### config.mk
export PLATFORM = sky130hd
export DESIGN_NAME = pause_ctrl
export DESIGN_NICKNAME = d
export VERILOG_FILES = /design/src/rtl/pause_pkg.sv /design/src/rtl/pin_sync.sv /design/src/rtl/pin_edge.sv /design/src/rtl/pause_fsm.sv /design/src/rtl/pause_ctrl.sv
export SDC_FILE = /design/constraint.sdc
export NUM_CORES = 1
export LEC_CHECK = 0
export ABC_CLOCK_PERIOD_IN_PS = 2100
export BUFFER_PORTS_ARGS = -buffer_cell sky130_fd_sc_hd__buf_2
export CORE_MARGIN = 2
export CORE_UTILIZATION = 40
export DETAILED_ROUTE_END_ITERATION = 6
export GPL_TIMING_DRIVEN = 0
export SYNTH_ARGS = -nofsm -noshare
export SYNTH_HDL_FRONTEND = slang
export SYNTH_SLANG_ARGS = --single-unit
### constraint.sdc
create_clock -name clk -period 2.1 [get_ports clk]
set_input_delay 0.525 -clock clk [delete_from_list [all_inputs] [get_ports clk]]
set_output_delay 0.525 -clock clk [all_outputs]
set_load 0.02 [all_outputs]
### src/rtl/pause_pkg.sv
package pause_pkg;

    typedef enum logic [2:0] {
        PS_IDLE    = 3'd0,
        PS_RUN     = 3'd1,
        PS_ARM     = 3'd2,
        PS_HELD    = 3'd3,
        PS_RELEASE = 3'd4
    } pause_st_t;

    // bit positions of the pin bundle
    localparam int PIN_SCK  = 0;
    localparam int PIN_CS   = 1;
    localparam int PIN_HOLD = 2;
    localparam int PIN_W    = 3;

    // pin level after reset: clock low, deselected, not paused
    localparam logic [PIN_W-1:0] PIN_IDLE = 3'b110;

endpackage

### src/rtl/pin_sync.sv
module pin_sync #(
    parameter int            W       = 3,
    parameter int            STAGES  = 2,
    parameter logic [W-1:0]  RST_VAL = '0
) (
    input  logic         clk,
    input  logic         rst_n,
    input  logic [W-1:0] din,
    output logic [W-1:0] dout
);
    localparam int LAST = STAGES - 1;

    logic [W-1:0] chain [STAGES];

    genvar g;
    generate
        for (g = 0; g < STAGES; g++) begin : g_stage
            if (g == 0) begin : g_first
                always_ff @(posedge clk or negedge rst_n) begin
                    if (!rst_n) chain[g] <= RST_VAL;
                    else        chain[g] <= din;
                end
            end else begin : g_next
                always_ff @(posedge clk or negedge rst_n) begin
                    if (!rst_n) chain[g] <= RST_VAL;
                    else        chain[g] <= chain[g-1];
                end
            end
        end
    endgenerate

    assign dout = chain[LAST];
endmodule

### src/rtl/pin_edge.sv
module pin_edge #(
    parameter int            W       = 3,
    parameter logic [W-1:0]  RST_VAL = '0
) (
    input  logic         clk,
    input  logic         rst_n,
    input  logic [W-1:0] lvl,
    output logic [W-1:0] rise,
    output logic [W-1:0] fall
);
    logic [W-1:0] prev;

    always_ff @(posedge clk or negedge rst_n) begin
        if (!rst_n) prev <= RST_VAL;
        else        prev <= lvl;
    end

    assign rise = lvl & ~prev;
    assign fall = ~lvl & prev;
endmodule

### src/rtl/pause_fsm.sv
module pause_fsm
    import pause_pkg::*;
(
    input  logic clk,
    input  logic rst_n,
    input  logic cs_n_lvl,
    input  logic sck_lvl,
    input  logic hold_rise,
    input  logic hold_fall,
    input  logic sck_fall,
    input  logic cs_fall,
    output logic held,
    output pause_st_t state
);
    pause_st_t nxt;

    always_comb begin
        nxt = state;
        if (cs_n_lvl) begin
            nxt = PS_IDLE;
        end else begin
            unique case (state)
                PS_IDLE: begin
                    if (cs_fall || !cs_n_lvl) nxt = PS_RUN;
                end
                PS_RUN: begin
                    if (hold_fall) nxt = sck_lvl ? PS_ARM : PS_HELD;
                end
                PS_ARM: begin
                    if (hold_rise)     nxt = PS_RUN;
                    else if (sck_fall) nxt = PS_HELD;
                end
                PS_HELD: begin
                    if (hold_rise) nxt = sck_lvl ? PS_RELEASE : PS_RUN;
                end
                PS_RELEASE: begin
                    if (hold_fall)     nxt = PS_HELD;
                    else if (sck_fall) nxt = PS_RUN;
                end
                default: nxt = PS_IDLE;
            endcase
        end
    end

    always_ff @(posedge clk or negedge rst_n) begin
        if (!rst_n) state <= PS_IDLE;
        else        state <= nxt;
    end

    always_comb begin
        unique case (state)
            PS_HELD, PS_RELEASE: held = !cs_n_lvl;
            default:             held = 1'b0;
        endcase
    end
endmodule

### src/rtl/pause_ctrl.sv
module pause_ctrl
    import pause_pkg::*;
#(
    parameter int SYNC_STAGES = 2
) (
    input  logic clk,
    input  logic rst_n,
    input  logic hold_n_pin,
    input  logic cs_n_pin,
    input  logic sck_pin,
    output logic pause_on,
    output logic do_hiz,
    output logic sck_rise_en,
    output logic sck_fall_en,
    output logic sel_drop
);
    logic [PIN_W-1:0] pins_raw;
    logic [PIN_W-1:0] pins_s;
    logic [PIN_W-1:0] pins_r;
    logic [PIN_W-1:0] pins_f;
    logic             hold_s;
    logic             cs_n_s;
    logic             sck_s;
    logic             held;
    pause_st_t        state;

    assign pins_raw[PIN_SCK]  = sck_pin;
    assign pins_raw[PIN_CS]   = cs_n_pin;
    assign pins_raw[PIN_HOLD] = hold_n_pin;

    pin_sync #(.W(PIN_W), .STAGES(SYNC_STAGES), .RST_VAL(PIN_IDLE)) u_sync (
        .clk  (clk),
        .rst_n(rst_n),
        .din  (pins_raw),
        .dout (pins_s)
    );

    pin_edge #(.W(PIN_W), .RST_VAL(PIN_IDLE)) u_edge (
        .clk  (clk),
        .rst_n(rst_n),
        .lvl  (pins_s),
        .rise (pins_r),
        .fall (pins_f)
    );

    assign hold_s = pins_s[PIN_HOLD];
    assign cs_n_s = pins_s[PIN_CS];
    assign sck_s  = pins_s[PIN_SCK];

    pause_fsm u_fsm (
        .clk      (clk),
        .rst_n    (rst_n),
        .cs_n_lvl (cs_n_s),
        .sck_lvl  (sck_s),
        .hold_rise(pins_r[PIN_HOLD]),
        .hold_fall(pins_f[PIN_HOLD]),
        .sck_fall (pins_f[PIN_SCK]),
        .cs_fall  (pins_f[PIN_CS]),
        .held     (held),
        .state    (state)
    );

    logic live;
    assign live = (state != PS_IDLE) && !cs_n_s && !held;

    assign pause_on    = held;
    assign do_hiz      = !live;
    assign sck_rise_en = live && pins_r[PIN_SCK];
    assign sck_fall_en = live && pins_f[PIN_SCK];
    assign sel_drop    = pins_r[PIN_CS];
endmodule

## Word level (Yosys, flattened, before mapping)

Cells that the tools add are included.
Widths: inputs -> output; s select.

| cells by class | value |
|---|---|
| equality and inequality tests | 9 |
| mux-type cells | 12 |
| bitwise logic cells | 4 |
| reduce and logical (&&, ||, !) cells | 12 |

Operators with widths:

| operator | number |
|---|---|
| $mux 3 | 9 |
| $pmux 3 s5 | 1 |
| $ne 4x4->1 const B | 2 |
| $and 3x3->3 | 2 |
| $eq 3x2->1 const B | 2 |
| $ne 3x3->1 const B | 2 |
| $not 3->3 | 2 |
| $reduce_and 5->1 | 1 |
| $logic_and 1x1->1 | 4 |
| $eq 3x1->1 const B | 1 |
| $eq 3x3->1 const B | 1 |
| $logic_not 1->1 | 3 |
| $logic_not 3->1 | 1 |
| $ne 3x2->1 const B | 1 |
| $reduce_bool 3->1 | 1 |
| $mux 1 | 2 |
| $reduce_or 2->1 | 1 |
| $logic_or 1x1->1 | 1 |

| storage, ports and cells | value |
|---|---|
| register bits after elaboration | 12 |

## Longest topological paths before layout

Gate-level depths: netlist of the first run.

| depth | value |
|---|---|
| word-level depth | 6 |
| mapped depth | 5 |

## Cells and area by module

Synthesis of the first run repeated with hierarchy kept, for this count alone.

| unflattened totals | value |
|---|---|
| cells, all modules | 56 |
| area total of the unflattened synthesis | 641.9 µm² |

By module, submodules not included:

| module | times used | cells each | area each (µm²) | sequential area each (µm²) |
|---|---|---|---|---|
| pause_fsm | 1 | 34 | 300.3 | 75.1 |
| pin_sync | 1 | 9 | 177.7 | 155.1 |
| pin_edge | 1 | 9 | 130.1 | 77.6 |
| pause_ctrl | 1 | 4 | 33.8 | 0.0 |

## Worst setup path before layout of the first run

Ideal clock, no wire load.

| timing | value |
|---|---|
| path type | flip-flop to output port |
| start | register u_fsm.state[1] |
| end | output sck_rise_en |
| arrival | 1.339 ns |
| data required time | 1.575 ns |
| path slack | 0.236 ns |
| cell stages (with the launch flop) | 6 |
| cell sequence | dfrtp_1 buf_6 nand2_4 nor2_2 or3_4 nor3b_2 |

| between the ends | value |
|---|---|
| longest elaborated chain between the ends | 6 |

RTL lines:

| item | line | RTL |
|---|---|---|
| from (decl) | pause_fsm.sv:13 | `output pause_st_t state` |
| from (signal assigned) | pause_fsm.sv:47 | `else state <= nxt;` |
| $eq 3x2->1 or $eq 3x3->1 (tied branches) | pause_fsm.sv:51 | `unique case (state)` |
| $reduce_or 2->1 | pause_fsm.sv:51 |  |
| $mux 1 | pause_fsm.sv:51 |  |
| $logic_not 1->1 | pause_ctrl.sv:64 | `assign live = (state != PS_IDLE) && !cs_n_s && !held;` |
| $logic_and 1x1->1 (*) | pause_ctrl.sv:64 |  |
| $logic_and 1x1->1 (*) | pause_ctrl.sv:68 | `assign sck_rise_en = live && pins_r[PIN_SCK];` |
| to (decl) | pause_ctrl.sv:13 | `output logic sck_rise_en,` |

Mark *: on every way between the ends. The rest lies on a longest branch, timed or not.

## Worst setup path in the final report of the first run

Same ends and word-level chain as after synthesis.

==> results.tsv, run 1 <==
stage	metric	value	unit
critical_path	worst path bufs/invs	2	
cts	H-Tree Depth	1	
timing	Finish-stage setup viols	1	
cts	Num CTS Buffers	3	
synthesis	Seq/Total Area, Yosys	55.53	%
floorplanning	die height	41.23	um
floorplanning	Core Area	1301	um^2
power_and_ir_drop	pwr dens	739.5	nW/um^2
timing	Hold Slack	0.1152	ns
synthesis	Mapped Cells	48	
synthesis	Unique masters post-synth	24	
layout	fillers	139	
power_and_ir_drop	Lkg Pwr	0.3084	nW
floorplanning	Ports	10	
timing	Peak Freq	472.7	MHz
critical_path	worst endpoint required time	1.57	ns
floorplanning	Initial Util	42.60	%
place	DP HPWL	700.3	um
detailed_routing	drc violations	0	
global_routing	largest net degree at the start of global routing	13	
detailed_routing	routed length per instance	12.75	um
layout	multi-input logic area	215.2	um^2
synthesis	Yosys warning count	0	
critical_path	max incr delay on CP	0.38	ns
hold_path	type of the most critical hold path	in -> async	
detailed_routing	drt pass-1 iters	4	
synthesis	number of synthesized flops with an enable pin	0	
floorplanning	die area	1700	um^2
power_and_ir_drop	power after layout	0.4802	mW
timing	smallest setup slack after layout	-0.01563	ns
synthesis	dominant synthesized flop cell	dfstp_2	
place	routability cong.	0.7217	
critical_path	worst-path fanout max	9	
synthesis	post-synthesis register bit count	12	
synthesis	Synth top cells by count	dfrtp_1 (6), dfstp_2 (6), nor2_1 (5)	
timing	Hold Violations, Final	0	
cts	CTS tree	built	
synthesis	Post-Syn Area	554.3	um^2
place	IO Port Bufs	9	
timing	final worst path period need	2.116	ns
cts	later-pin clock latency in the skew report	0.27	ns
critical_path	Slowest cell on crit path	dfrtp_1	
global_routing	vias in the first global route	354	
layout	share of cells above drive strength 1	44.26	%
synthesis	share of the synthesized area in the top cell type	28.44	%
cts	CTS Buffer Depth	2	
cts	CTS Root Cell	clkbuf_4	
status	failing checks	setup timing	
cts	clock sink count	12	
critical_path	CP endpoint kind	primary output	
layout	Final nets	67	
detailed_routing	Routed WL	969	um
synthesis	syn_area_per_cell	11.55	um^2
critical_path	Worst Setup Start Kind	flop	
cts	Clk pin slew, worst setup/hold paths	0.07	ns
layout	Antenna diodes	0	
timing	Worst Tran Pin Value	0.2612	ns
global_routing	total grt overflow	0	
global_routing	Total Routing Usage GR	14.89	%
timing	Post-Route Skew	0.0006609	ns
place	Placed Instances	72	
layout	area delta synth->final	17.16	%
status	status	complete, but fails checks	
critical_path	Crit path arrival time	1.59	ns
layout	Final Instance Count excl. Fillers	76	
job	# Max-Cap Violations	0	
detailed_routing	vias	391	
detailed_routing	Antenna Nets Post-Route	0	
power_and_ir_drop	Peak VDD IR	0.4145	mV
layout	Util after Layout	49.90	%
synthesis	post-synth net total	53	
synthesis	largest area contributor in the netlist	dfstp_2	
layout	register area	307.8	um^2
detailed_routing	First DRT Iteration DRCs	7	
floorplanning	die width	41.23	um
global_routing	first-pass GRT wire length	1545	um
critical_path	crit-path leading delay family	simple AND/OR/NAND/NOR gates	
synthesis	Area contributors post-synth	dfstp_2 (28%), dfrtp_1 (27%), nor3b_2 (4.5%)	
timing	final worst path period share	100.7	%
critical_path	crit-path cells	buf_6 > nand2_4 > nor2_2 > or3_4 > nor3b_2 > buf_4	
floorplanning	FP Rows	13	
timing	Max-slew headroom	82.34	%
critical_path	Crit Path Class	reg -> out	
detailed_routing	vias per cell	5.145	
timing	RSZ-0062 raised after global routing	yes	
synthesis	Async SR Flop Fraction	100.0	%
timing	Slew Viols, Final	0	
timing	TNS Setup	-0.01563	ns
global_routing	initial antenna violation count	0	
worst reg2reg max path: cells and delay by family (launching register included):
kind / cells / cell delay, ns
compound gates: 2 / 0.31
simple gates: 2 / 0.38
flops: 1 / 0.56
worst paths after layout:
check                      slack, ns         endpoint  cells after the start       startpoint
setup / recovery               -0.02      sck_rise_en                      6   u_fsm.state[1]
hold / removal                  0.12   u_edge.prev[0]                      1            rst_n
setup reg to reg                0.75   u_fsm.state[0]                      4   u_sync.dout[2]
hold reg to reg                 0.35   u_sync.dout[0]                      0  u_sync.chain[3]
max in group asynchronous       1.72   u_edge.prev[2]                      1            rst_n
min in group clk                0.35  u_sync.chain[4]                      1         cs_n_pin
layer usage:
| layer | GRT usage, % | wire (um) | vias to the layer above | share of wire (%) |
|---|---|---|---|---|
| met5 | 0 | 0 | - | 0 |
| met4 | 2.419 | 0 | 0 | 0 |
| met1 | 18.84 | 476 | 187 | 49 |
| li1 | - | - | 196 | - |
| met3 | 6.522 | 39 | 0 | 4.0 |
| met2 | 23.83 | 453 | 8 | 47 |
kinds of logic after synthesis:
kind of cell | Yosys count | share of synthesized area, %
compound gates | 11 | 13.55
buf+inv | 4 | 5.642
flops | 12 | 55.53
mux | 1 | 1.806
simple gates | 20 | 23.48
registers in the layout, summed over array words and instances, names as in the netlist:
signal,cells
u_sync.dout,3
u_fsm.state,3
u_edge.prev,3
u_sync.chain,3
power breakdown:
group | switching, mW | total (mW) | leakage [nW] | internal, mW
clock | 0.0753 | 0.149 | 0.0150 | 0.0735
sequential | 0.00856 | 0.257 | 0.137 | 0.248
combinational | 0.0423 | 0.0744 | 0.156 | 0.0321
through the flow:
step / area [um^2] / setup WS, ns
2_1_floorplan: 554.3 / 0.2364
3_3_place_gp: 618.1 / 0.2697
3_5_place_dp: 618.1 / 0.2576
4_1_cts: 646.9 / -0.02437
5_1_grt: 649.4 / -0.07522
6_report: 649.4 / -0.01563
timing repair:
item                                   4_1_cts  5_1_grt
buffers inserted                             0        0
hold buffers                                 0        0
setup endpoints to repair                    1        2
resized for setup                            1        1
endpoints found under the hold margin        0        0
placed cells by master, fill, tap and decap left out, drive strengths merged:
cell type	n
nor4b	1
or3	1
inv	1
a21o	1
nand4	2
nand2b	1
a21oi	3
a41o	1
a211o	1
a221oi	1
o211ai	1
nor2	7
buf	12
dfrtp	6
o21ai	2
nand2	4
dfstp	6
nor3b	2
nor2b	2
mux2i	1
a211oi	1
clkbuf	4
area by class of cell:
cell class | count | area share, %
Sequential cell | 12 | 47.40
Inverter | 1 | 0.5780
Buffer | 3 | 4.239
Multi-Input combinational cell | 32 | 33.14
Timing Repair Buffer | 9 | 7.707
Tap cell | 15 | 2.890
Clock buffer | 4 | 4.046
No activity file was read; power rests on OpenSTA's default activity.
==> inputs of run 2 (changes only) <==
ABC_CLOCK_PERIOD_IN_PS = 2190   (was 2100)
clock period = 2.19 ns   (was 2.1 ns; I/O delays follow)
==> run 2 against run 1 <==
- the flow now finishes without violations
- non-clock buffer count unchanged
- core utilization unchanged
- clock skew unchanged
- global-route usage unchanged
- power decreased by 4.1%
- hold slack improved by 0.022 ns
- count of clock-buffer cells in the layout unchanged
- critical endpoint unchanged
==> results.tsv, run 2 (same netlist as run 1, synthesis figures left out) <==
stage	metric	value	unit
status	status	complete, no violations	
layout	fillers	139	
layout	Final nets	67	
timing	Post-Route Skew	0.0006609	ns
place	DP HPWL	700.3	um
hold_path	type of the most critical hold path	in -> async	
timing	final worst path period need	2.138	ns
critical_path	worst-path fanout max	9	
timing	Max-slew headroom	82.34	%
timing	Finish-stage setup viols	0	
cts	H-Tree Depth	1	
critical_path	Worst Setup Start Kind	flop	
detailed_routing	Antenna Nets Post-Route	0	
power_and_ir_drop	power after layout	0.4605	mW
critical_path	Slowest cell on crit path	dfrtp_1	
detailed_routing	drc violations	0	
detailed_routing	drt pass-1 iters	4	
power_and_ir_drop	Lkg Pwr	0.3084	nW
layout	area delta synth->final	17.16	%
critical_path	CP endpoint kind	primary output	
global_routing	Total Routing Usage GR	14.89	%
floorplanning	Initial Util	42.60	%
floorplanning	Core Area	1301	um^2
critical_path	max incr delay on CP	0.38	ns
cts	Post-CTS Setup Repair Bufs	0	
global_routing	GR Util met1	18.84	%
timing	Worst Tran Pin Value	0.2612	ns
layout	register area	307.8	um^2
cts	clock sink count	12	
layout	share of cells above drive strength 1	44.26	%
layout	multi-input logic area	215.2	um^2
cts	CTS Root Cell	clkbuf_4	
timing	Slew Viols, Final	0	
layout	Antenna diodes	0	
global_routing	first-pass GRT wire length	1545	um
floorplanning	Ports	10	
layout	most frequent cells in the layout	buf_2 (8), dfrtp_1 (6), dfstp_2 (6)	
timing	TNS Setup	0	ns
global_routing	vias in the first global route	350	
critical_path	crit-path cells	buf_6 > nand2_4 > nor2_2 > or3_4 > nor3b_2 > buf_4	
floorplanning	FP Rows	13	
timing	Peak Freq	467.7	MHz
timing	RSZ-0062 raised after global routing	yes	
cts	Clk pin slew, worst setup/hold paths	0.07	ns
detailed_routing	Routed WL	969	um
detailed_routing	First DRT Iteration DRCs	7	
layout	commonest non-fill, non-tap cell in the layout	buf_2	
detailed_routing	routed length per instance	12.75	um
cts	later-pin clock latency in the skew report	0.27	ns
critical_path	worst endpoint required time	1.64	ns
global_routing	total grt overflow	0	
power_and_ir_drop	pwr dens	709.1	nW/um^2
timing	final worst path period share	97.63	%
power_and_ir_drop	Peak VDD IR	0.3974	mV
detailed_routing	vias	391	
place	IO Port Bufs	9	
global_routing	most crowded layer after global routing	met2	
cts	CTS tree	built	
critical_path	Crit Path Class	reg -> out	
timing	Hold Violations, Final	0	
cts	CTS Buffer Depth	2	
place	routability cong.	0.7217	
global_routing	largest net degree at the start of global routing	13	
global_routing	initial antenna violation count	0	
floorplanning	die area	1700	um^2
job	# Max-Cap Violations	0	
global_routing	GR Util met3	6.522	%
floorplanning	die width	41.23	um
global_routing	GR Util met2	23.83	%
critical_path	Crit path arrival time	1.59	ns
cts	Num CTS Buffers	3	
floorplanning	die height	41.23	um
detailed_routing	vias per cell	5.145	
## run 2: cell counts in the layout (fill, tap and decap cells not counted)
Identical to the previous run, type by type.
## run 2: layer usage
| layer | part of all wire, % | wire length (um) |
|---|---|---|
| met1 | 49 | 476 |
| met5 | 0 | 0 |
| met2 | 47 | 453 |
| met4 | 0 | 0 |
| met3 | 4.0 | 39 |
## run 2: final cells by class
type,count,share of cell area [%]
buffer,3,4.239
clock buffer,4,4.046
inverter,1,0.5780
multi-input combinational,32,33.14
sequential,12,47.40
tap,15,2.890
timing repair buffer,9,7.707
## run 2: timing repair
item	4_1_cts	5_1_grt
endpoints found under the setup margin	0	2
resized for setup	0	2
hold buffers	0	0
## run 2: stage by stage
step	cell area, um^2	cells	setup WS, ns	hold slack (ns)	utilization [%]
6_report	649.4	76	0.05187	0.1377	49.90
5_1_grt	649.4	76	-0.007722	0.1369	49.90
4_1_cts	644.4	76	0.03003	0.1366	49.52
3_5_place_dp	618.1	72	0.3251	0.3389	47.50
3_3_place_gp	618.1	72	0.3372	0.3337	47.50
2_1_floorplan	554.3	48	0.3039	0.2519	-
## run 2: where the power goes
part	leakage [nW]	total, mW	internal, mW	switching (mW)
Combinational	0.156	0.0713	0.0308	0.0406
Clock	0.0150	0.143	0.0705	0.0722
Sequential	0.137	0.246	0.238	0.00821
Total	0.308	0.460	0.339	0.121
## run 2: worst max-delay path, delay by kind of cell (launching register included)
family,cells,cell delay [ns]
buf+inv,2,0.30
flops,1,0.38
simple gates,4,0.64
## run 2: final timing paths
path	startpoint	endpoint	slack [ns]	depth (start not counted)
max	u_fsm.state[1]	sck_rise_en	0.05	6
min	rst_n	u_edge.prev[0]	0.14	1
max reg2reg	u_sync.dout[2]	u_fsm.state[0]	0.84	4
min reg2reg	u_sync.chain[3]	u_sync.dout[0]	0.35	0
max in group asynchronous	rst_n	u_edge.prev[2]	1.78	1
min in group clk	u_sync.chain[3]	u_sync.dout[0]	0.35	0
==> inputs of run 3 (changes only) <==
BUFFER_PORTS_ARGS = -buffer_cell sky130_fd_sc_hd__buf_4   (was -buffer_cell sky130_fd_sc_hd__buf_2)
CELL_PAD_IN_SITES_DETAIL_PLACEMENT = 1   (was unset)
CELL_PAD_IN_SITES_GLOBAL_PLACEMENT = 1   (was unset)
CTS_BUF_LIST = sky130_fd_sc_hd__clkbuf_4 sky130_fd_sc_hd__clkbuf_8   (was unset)
PLACE_DENSITY_LB_ADDON = 0.1   (was unset)
==> run 3 against run 2 <==
- hold slack got worse by 0.042 ns
- via count is 4.3% higher
- maximum frequency fell by 0.63%
- clock skew rose by 0.0086 ns
- final cell count stayed put
- clock power increased by 6%
- power rose by 3.5%
- critical path type unchanged
- non-clock buffer count unchanged
- count of clock-buffer cells in the layout did not move
- global-route usage up 2.7 points
- critical endpoint unchanged
==> results.tsv, run 3 (same netlist as run 1, synthesis figures left out) <==
stage	metric	value	unit
floorplanning	Ports	10	
cts	clock sink count	12	
timing	RSZ-0062 raised after global routing	yes	
layout	fillers	153	
layout	Final nets	67	
cts	CTS Buffer Depth	2	
timing	Hold Slack	0.09599	ns
place	routability cong.	0.7238	
critical_path	worst path bufs/invs	2	
cts	# resized after CTS	0	
detailed_routing	vias per cell	5.368	
critical_path	CP endpoint kind	primary output	
floorplanning	die area	1700	um^2
layout	register area	307.8	um^2
cts	later-pin clock latency in the skew report	0.27	ns
detailed_routing	First DRT Iteration DRCs	8	
detailed_routing	Routed WL	1160	um
detailed_routing	drt pass-1 iters	4	
power_and_ir_drop	pwr dens	710.8	nW/um^2
layout	Antenna diodes	0	
timing	final worst path period share	98.25	%
floorplanning	FP Rows	13	
critical_path	worst endpoint required time	1.64	ns
detailed_routing	drc violations	0	
critical_path	max incr delay on CP	0.38	ns
timing	Peak Freq	464.8	MHz
cts	Post-CTS Setup Repair Bufs	0	
detailed_routing	vias	408	
global_routing	first-pass GRT wire length	1814	um
cts	CTS Root Cell	clkbuf_4	
status	status	complete, no violations	
layout	share of cells above drive strength 1	45.90	%
layout	Final Instance Count excl. Fillers	76	
layout	commonest non-fill, non-tap cell in the layout	buf_4	
global_routing	largest net degree at the start of global routing	13	
layout	multi-input logic area	215.2	um^2
global_routing	vias in the first global route	410	
timing	Worst Tran Pin Value	0.2892	ns
critical_path	Worst R2R Path Depth	4	
detailed_routing	Antenna Nets Post-Route	0	
place	Placed Instances	72	
place	DP HPWL	843.8	um
timing	Slew Viols, Final	0	
critical_path	Levels on crit path	6	
timing	final worst path period need	2.152	ns
timing	Hold Violations, Final	0	
timing	Finish-stage setup viols	0	
timing	Max-slew headroom	80.64	%
timing	TNS Setup	0	ns
critical_path	Worst Setup Start Kind	flop	
power_and_ir_drop	Peak VDD IR	0.3881	mV
cts	CTS tree	built	
global_routing	Total Routing Usage GR	17.61	%
critical_path	Slowest cell on crit path	or3_4	
layout	area delta synth->final	20.99	%
global_routing	initial antenna violation count	0	
timing	Post-Route Skew	0.009256	ns
floorplanning	Core Area	1301	um^2
detailed_routing	routed length per instance	15.26	um
layout	Util after Layout	51.54	%
floorplanning	Initial Util	42.60	%
floorplanning	die height	41.23	um
floorplanning	die width	41.23	um
critical_path	Crit Path Class	reg -> out	
global_routing	total grt overflow	0	
cts	Num CTS Buffers	3	
critical_path	crit-path cells	buf_6 > nand2_4 > nor2_2 > or3_4 > nor3b_2 > buf_4	
cts	H-Tree Depth	1	
critical_path	Crit path arrival time	1.60	ns
place	IO Port Bufs	9	
critical_path	worst-path fanout max	9	
hold_path	type of the most critical hold path	in -> async	
job	# Max-Cap Violations	0	
power_and_ir_drop	Lkg Pwr	0.3170	nW
cts	Clk pin slew, worst setup/hold paths	0.08	ns
layout	most frequent cells in the layout	buf_4 (9), dfrtp_1 (6), dfstp_2 (6)	
critical_path	crit-path leading delay family	simple AND/OR/NAND/NOR gates	
==> run 3: cell types whose count changed in the layout (fill, tap and decap cells not counted) <==
| cell | before | now |
|---|---|---|
| buf_2 | 8 | 1 |
| buf_4 | 2 | 9 |
| clkbuf_1 | 1 | 0 |
| clkbuf_4 | 3 | 4 |
==> run 3: cell type report <==
cell class,instances,share of cell area (%)
sequential,12,45.90
multi-input combinational,32,32.09
timing repair buffer,9,10.07
clock buffer,4,4.478
buffer,3,4.104
tap,15,2.799
inverter,1,0.5597
==> run 3: final timing paths <==
check | startpoint | slack, ns | endpoint
max in group asynchronous | rst_n | 1.86 | u_edge.prev[2]
min reg2reg | u_sync.chain[5] | 0.36 | u_sync.dout[2]
min | rst_n | 0.1 | u_fsm.state[2]
max | u_fsm.state[1] | 0.04 | sck_rise_en
min in group clk | u_sync.chain[5] | 0.36 | u_sync.dout[2]
max reg2reg | u_sync.dout[2] | 0.82 | u_fsm.state[0]
==> run 3: timing repair <==
action	in CTS	in global routing
hold buffers	0	0
endpoints found under the hold margin	0	0
setup endpoints to repair	0	1
==> run 3: where the power goes <==
group	leakage [nW]	internal, mW	switching (mW)
logic	0.161	0.0348	0.0431
clock network	0.0184	0.0829	0.0696
registers	0.137	0.238	0.00811
==> run 3: layer usage <==
layer / vias to the layer above / GRT usage (%) / wire length [um]
li1: 195 / - / -
met4: 0 / 9.677 / 0
met1: 207 / 22.95 / 501
met2: 6 / 25.78 / 621
met5: - / 0 / 0
met3: 0 / 5.435 / 37
==> run 3: worst register-to-register path, stage by stage (launching register included) <==
cell and delay (ns):
dfstp_2 0.56, nor2b_1 0.25, o21ai_0 0.15, nor4b_1 0.17
a211oi_1 0.17
==> run 3: through the flow <==
| stage | total power [mW] | area (um^2) | worst slack [ns] |
|---|---|---|---|
| 2_1_floorplan | 0.3002 | 554.3 | 0.3039 |
| 3_3_place_gp | 0.3239 | 640.6 | 0.3626 |
| 5_1_grt | 0.5054 | 670.6 | -0.02715 |
| 3_5_place_dp | 0.3286 | 640.6 | 0.3132 |
| 6_report | 0.4767 | 670.6 | 0.03834 |
| 4_1_cts | 0.4872 | 670.6 | 0.006311 |
